`config.mk`:
```
export PLATFORM = sky130hd
export DESIGN_NAME = rx_pair_buffer
export DESIGN_NICKNAME = d
export VERILOG_FILES = /design/src/rtl/rx_pair_buffer.sv
export SDC_FILE = /design/constraint.sdc
export NUM_CORES = 1
export LEC_CHECK = 0
export ABC_AREA = 1
export BUFFER_PORTS_ARGS = -buffer_cell sky130_fd_sc_hd__buf_2
export CAP_MARGIN = 5
export CORE_ASPECT_RATIO = 0.8
export CORE_MARGIN = 2
export CORE_UTILIZATION = 45
export DETAILED_ROUTE_END_ITERATION = 8
export GPL_TIMING_DRIVEN = 0
export PLACE_DENSITY = 0.68
export SETUP_SLACK_MARGIN = 0.15
export SLEW_MARGIN = 30
export SYNTH_ARGS = -nofsm -noshare
export SYNTH_HDL_FRONTEND = slang
export SYNTH_SLANG_ARGS = --single-unit
```
`constraint.sdc`:
```
create_clock -name clk -period 5.5 [get_ports clk]
set_input_delay 0 -clock clk [delete_from_list [all_inputs] [get_ports clk]]
set_output_delay 0 -clock clk [all_outputs]
set_load 0.05 [all_outputs]
```
`src/rtl/rx_pair_buffer.sv`:
```
module rx_pair_buffer #(
  parameter int ID_W      = 29,
  parameter int STD_ID_W  = 11,
  parameter int MAX_BYTES = 8,
  parameter int DLC_W     = 4
) (
  input  logic                   clk,
  input  logic                   rst_n,
  input  logic                   push_valid,
  input  logic [ID_W-1:0]        push_id,
  input  logic                   push_ext,
  input  logic [DLC_W-1:0]       push_dlc,
  input  logic [MAX_BYTES*8-1:0] push_data,
  input  logic                   pop,
  input  logic                   clr_ovr,
  output logic [ID_W-1:0]        head_id,
  output logic                   head_ext,
  output logic [DLC_W-1:0]       head_dlc,
  output logic [MAX_BYTES*8-1:0] head_data,
  output logic [1:0]             count,
  output logic                   not_empty,
  output logic                   overrun
);

  localparam int DATA_W = MAX_BYTES * 8;

  logic [ID_W-1:0]   id_q   [2];
  logic              ext_q  [2];
  logic [DLC_W-1:0]  dlc_q  [2];
  logic [DATA_W-1:0] data_q [2];
  logic [1:0]        cnt_q;
  logic              ovr_q;

  logic [ID_W-1:0]   in_id;
  logic [DLC_W-1:0]  in_dlc;
  logic [DATA_W-1:0] in_data;

  assign in_id  = push_ext ? push_id
                           : {{(ID_W-STD_ID_W){1'b0}}, push_id[STD_ID_W-1:0]};
  assign in_dlc = (push_dlc > DLC_W'(MAX_BYTES)) ? DLC_W'(MAX_BYTES) : push_dlc;

  for (genvar b = 0; b < MAX_BYTES; b++) begin : g_byte
    assign in_data[b*8 +: 8] = (DLC_W'(b) < in_dlc) ? push_data[b*8 +: 8] : 8'h00;
  end

  logic       do_pop;
  logic [1:0] base;
  logic       ovf;
  logic       wr_second;

  assign do_pop    = pop && (cnt_q != 2'd0);
  assign base      = cnt_q - {1'b0, do_pop};
  assign ovf       = push_valid && (base == 2'd2);
  assign wr_second = ovf || (base == 2'd1);

  always_ff @(posedge clk or negedge rst_n) begin
    if (!rst_n) begin
      for (int i = 0; i < 2; i++) begin
        id_q[i]   <= '0;
        ext_q[i]  <= 1'b0;
        dlc_q[i]  <= '0;
        data_q[i] <= '0;
      end
    end else begin
      if (do_pop) begin
        id_q[0]   <= id_q[1];
        ext_q[0]  <= ext_q[1];
        dlc_q[0]  <= dlc_q[1];
        data_q[0] <= data_q[1];
      end
      if (push_valid) begin
        if (wr_second) begin
          id_q[1]   <= in_id;
          ext_q[1]  <= push_ext;
          dlc_q[1]  <= in_dlc;
          data_q[1] <= in_data;
        end else begin
          id_q[0]   <= in_id;
          ext_q[0]  <= push_ext;
          dlc_q[0]  <= in_dlc;
          data_q[0] <= in_data;
        end
      end
    end
  end

  always_ff @(posedge clk or negedge rst_n) begin
    if (!rst_n) begin
      cnt_q <= 2'd0;
      ovr_q <= 1'b0;
    end else begin
      cnt_q <= (push_valid && !ovf) ? base + 2'd1 : base;
      if (ovf)          ovr_q <= 1'b1;
      else if (clr_ovr) ovr_q <= 1'b0;
    end
  end

  assign not_empty = (cnt_q != 2'd0);
  assign count     = cnt_q;
  assign overrun   = ovr_q;
  assign head_id   = not_empty ? id_q[0]   : '0;
  assign head_ext  = not_empty ? ext_q[0]  : 1'b0;
  assign head_dlc  = not_empty ? dlc_q[0]  : '0;
  assign head_data = not_empty ? data_q[0] : '0;

endmodule

```
# == Yosys cells after proc, flatten, opt, wreduce, memory -nomap -nowiden ==
# Index checks and enable logic that the tools add are counted.
# classes
mux,33
addsub,2
n_eq_ne,2
reduce_logical,8
order_cmp,9
# op_table
cell,count
2-to-1 mux 64 bit,4
2-to-1 mux 29 bit,5
2-to-1 mux 128 bit,1
2-to-1 mux 8 bit,9
2-to-1 mux 58 bit,1
2-to-1 mux 4 bit,5
"less-than comparator 3 x 4 -> 1 bit, first input constant",4
"less-than comparator 1 x 4 -> 1 bit, first input constant",2
"less-than comparator 2 x 4 -> 1 bit, first input constant",2
2-to-1 mux 1 bit,6
"greater-than comparator 4 bit, second input constant",1
2-to-1 mux 2 bit,2
nonzero test 2 bit,2
logical AND 1 bit,3
"adder 2 x 1 -> 2 bit, second input constant",1
"equality test 2 x 1 -> 1 bit, second input constant",1
"equality test 2 bit, second input constant",1
AND reduction 2 bit,1
subtractor 2 x 1 -> 2 bit,1
zero test 1 bit,1
logical OR 1 bit,1
# word_totals
input_bits,103
ff_bits,199
out_inout_bits,102
elab_cells,64

# == Depth between registers and ports, before layout ==
# logic_depth
word_depth,8
mapped_depth,15
depth_no_buf,11

# == Worst setup path before layout ==
# OpenSTA, ideal clock, no wires.
# synth_timing
path_type,reg2reg
from,reg cnt_q[1] (netlist: count[1])
to,reg data_q[80] in the netlist's numbering
setup_ns,0.118
path_buffers,4
t_required_ns,5.382
path_slack_ns,2.872
path_stages_with_launch,15
synth_period_minus_slack_ns,2.628
arrival_ns,2.511
cell_sequence,dfrtp_1 nor2_4 nor2_4 buf_4 ha_1 xnor2_1 inv_1 ha_1 nor2_4 nand2_2 buf_6 buf_6 buf_6 nand3_1 nand2_1
# synth_between
elab_chain_cells,8
elab_cells_between_ends,10
cone_classes,add/sub: 1; eq/ne: 2; mux: 3; reduce/logical: 4
# synth_rtl
element,line,source
from (decl),31,logic [1:0] cnt_q;
from (signal assigned),92,cnt_q <= (push_valid && !ovf) ? base + 2'd1 : base;
nonzero test 2 bit,51,assign do_pop = pop && (cnt_q != 2'd0);
logical AND 1 bit,51,
subtractor 2 x 1 -> 2 bit,52,"assign base = cnt_q - {1'b0, do_pop};"
equality test 2 bit,53,assign ovf = push_valid && (base == 2'd2);
logical AND 1 bit,53,
logical OR 1 bit,54,assign wr_second = ovf || (base == 2'd1);
2-to-1 mux 64 bit,72,if (wr_second) begin
2-to-1 mux 128 bit *,71,if (push_valid) begin
to (decl),30,logic [DATA_W-1:0] data_q [2];
# Mark *: on every way between the ends. The rest lies on a longest branch, timed or not.
# A chain may end at the register's enable or synchronous reset.

# == Worst setup path after layout ==
# layout_timing
from,reg cnt_q[1] (netlist: count[1])
to,reg id_q[3] in the netlist's numbering
# layout_between
elab_chain_cells,7
elab_cells_between_ends,8
cone_classes,add/sub: 1; eq/ne: 2; reduce/logical: 5
# layout_rtl
element,line,source
nonzero test 2 bit,51,
logical AND 1 bit,51,
subtractor 2 x 1 -> 2 bit *,52,
equality test 2 bit,53,
logical AND 1 bit,53,
logical OR 1 bit *,54,
AND reduction 2 bit (no source line) *,n/a,
to (decl),27,logic [ID_W-1:0] id_q [2];
# Marked as above.

==> impl_metrics.py <==
metrics = {
    "synthesis": {
        "synth_nets": 1468,
        "ys_ff_latch": 199,
        "synth-seq-area-share": 0.495,
        "syn_area_per_cell_um2": 7.38,
        "synthCells": 1362,
        "synth_warnings": 0,
        "syn-cell-area_mm2": 0.0101,
        "synth_cell_type_count": 21,
    },
    "clocking": {
        "cts.sinks": 199,
        "cts_tree": "built",
        "numCtsBuffers": 17,
        "cts_resized": 0,
        "clk_latency_ns": 0.44,
        "path_clk_slew_ns": 0.08,
        "clockBufferDepth": 2,
        "cts_root_buffer": "clkbuf_16",
        "h-tree-depth": 4,
    },
    "run": {
        "drv_cap": 0,
    },
    "finish": {
        "instances_no_fill": 2000,
        "layout_commonest_cell": "nand2_1",
        "area_delta_synth_final_pct": 30.0,
        "register_area_mm2": 0.00498,
        "drive_gt1_frac": 0.185,
        "nFillCells": 2049,
        "final_cell_mix": "nand2_1 (351), nand3_1 (279), buf_2 (245), inv_1 (222), dfrtp_1 (199)",
        "num_antenna_cells": 0,
        "final_nets": 1793,
        "multi_input_area_mm2": 0.00376,
    },
    "place": {
        "dp.cells": 1867,
        "dp_hpwl_mm": 22.6,
        "routabilityCongestion": 0.837,
        "port_buffers": 203,
    },
    "route": {
        "wl_mm": 32.7,
        "first_pass_iters": 5,
        "drcViolationCount": 0,
        "drtIter0Drc": 944,
        "ant_nets": 0,
        "vias": 10037,
        "avgViaCountPerCell": 5.02,
        "wl_per_cell_um": 16.3,
    },
    "pwr": {
        "leakage_nw": 7.23,
        "intPower_mw": 4.17,
        "pwr-share-comb": 0.612,
        "seqPwrFrac": 0.256,
        "clockPowerShare": 0.132,
        "p_sw_mw": 4.98,
        "p_total_mw": 9.15,
        "p_per_area_mw_per_mm2": 700,
        "ir_drop_uv": 367,
        "swShare": 0.544,
    },
    "timing": {
        "worst_pin_slew_ns": 0.797,
        "setup_violations": 0,
        "rsz0062_at_grt": "false",
        "max_freq_ghz": 0.329,
        "hold_violations": 0,
        "fin_crit_ns": 3.04,
        "timing.final.crit_share": 0.553,
        "slew_viol_final": 0,
        "finalSetupTns_ns": 0,
        "slew_headroom": 0.468,
        "finalClockSkew_ns": 0.00896,
    },
    "grt": {
        "grt_pass1_wl_mm": 50.7,
        "antenna_found_initial": 0,
        "grt-ovfl-total": 0,
        "grtUsageTotal": 0.284,
        "grt_max_degree": 84,
        "grt_pass1_vias": 9464,
    },
    "die": {
        "rows": 48,
        "start_util": 0.462,
        "num_io_pins": 205,
        "dieArea_mm2": 0.0236,
        "core_area_mm2": 0.0217,
        "die_w_um": 171,
        "die_height_um": 138,
    },
    "worst_setup_path": {
        "crit_path_end_kind": "flop",
        "max_stage_delay_ns": 0.49,
        "startpoint_type": "flop",
        "criticalPathCategory": "flop to flop",
        "cp.required_ns": 5.79,
        "arrival_ns": 3.33,
        "cp_max_fo": 10,
        "path_cells": "nor2_4, nor2_4, buf_4, ha_1, xnor2_1, inv_1, ha_1, nand2_1, nand2_1, buf_2, clkbuf_1, o21ai_0",
        "slowest_stage": "clkbuf_1",
    },
    "min_path": {
        "min_path_type": "input pin to flop",
    },
    "status": {
        "status": "finished clean",
    },
}
repair_timing:
action,in CTS,in global routing
setup buffers,0,0
endpoints found under the setup margin,0,0
endpoints found under the hold margin,309,0
hold buffers,101,0
metal layers:
metal / share of wire / GRT usage / vias up
li1: - / - / 4833
met1: 0.46 / 0.416 / 4737
met2: 0.44 / 0.429 / 415
met3: 0.075 / 0.0503 / 52
met4: 0.022 / 0.0895 / 0
met5: 0 / 0 / -
sequential cells by signal, summed over array words and instances, names as in the netlist:
name and count:
ext_q 2, count 2, data_q 128, overrun 1
id_q 58, dlc_q 8
metrics by stage:
stage	utilization	worst slack, ns	hold WS [ns]	cell area (um^2)
6_report	0.601	2.46	0.0208	13100
5_1_grt	0.601	2.27	0.0585	13100
4_1_cts	0.601	2.48	0.00884	13100
3_5_place_dp	0.529	2.49	0.00845	11500
3_3_place_gp	0.526	0.870	0.202	11400
2_1_floorplan	-	2.87	-0.296	10100
kinds of logic (layout without fill, tap and decap cells):
| family | count (synthesis) | count (layout) | share of synthesized area |
|---|---|---|---|
| XOR/XNOR | 2 | 2 | 0.00174 |
| AND/OR/NAND/NOR | 757 | 757 | 0.323 |
| buffers and inverters | 312 | 650 | 0.130 |
| flip-flops | 199 | 199 | 0.495 |
| adder cells (fa/ha/maj) | 3 | 3 | 0.00373 |
| AO/OA/AOI/OAI | 89 | 89 | 0.0454 |
critical path: cells and delay by family (launching register included):
| family | cells | cell delay (ns) |
|---|---|---|
| AOI/OAI and AO/OA | 1 | 0.17 |
| xor gates and xnor gates | 1 | 0.17 |
| adders and majority gates | 2 | 0.40 |
| buffers and inverters | 4 | 1.04 |
| DFF | 1 | 0.46 |
| and+or+nand+nor | 4 | 0.63 |
power groups by stage:
stage               sequential [mW]  clock [mW]  combinational, mW
CTS                            2.34        1.21               5.58
detailed placement             2.37           0               5.50
finish                         2.35        1.20               5.60
floorplan                      2.36           0               3.99
global route                   2.41        1.26               6.11
global placement               2.35           0               5.41
path summary, 6_finish.rpt:
path	from	cells after the start	slack, ns	end
max in group asynchronous	rst_n	3	4.54	count[0]
hold / removal	push_dlc[2]	5	0.02	dlc_q[6]
hold reg to reg	data_q[33]	2	0.48	data_q[33]
min in group asynchronous	rst_n	2	0.13	id_q[38]
setup / recovery	count[1]	12	2.46	id_q[3]
setup reg to reg	count[1]	12	2.46	id_q[3]
Yosys cell counts (all sizes together):
cell type	count	area, um^2
nand2	355	1340
nand3	279	1400
inv	224	841
dfrtp	199	4980
nor2	123	510
o21ai	88	452
buf	62	373
clkbuf	26	97.6
ha	3	37.5
a21oi	1	5.00
xnor2	1	8.76
xor2	1	8.76
area by class of cell:
| type | count | share of cell area |
|---|---|---|
| clock inverters | 15 | 0.00910 |
| inverters | 224 | 0.0644 |
| clock buffers | 17 | 0.0326 |
| repair buffers | 306 | 0.160 |
| multi-input cells | 851 | 0.288 |
| well taps | 300 | 0.0287 |
| flip-flops and latches | 199 | 0.381 |
| plain buffers | 88 | 0.0360 |
(Power assumes the default switching activity.)
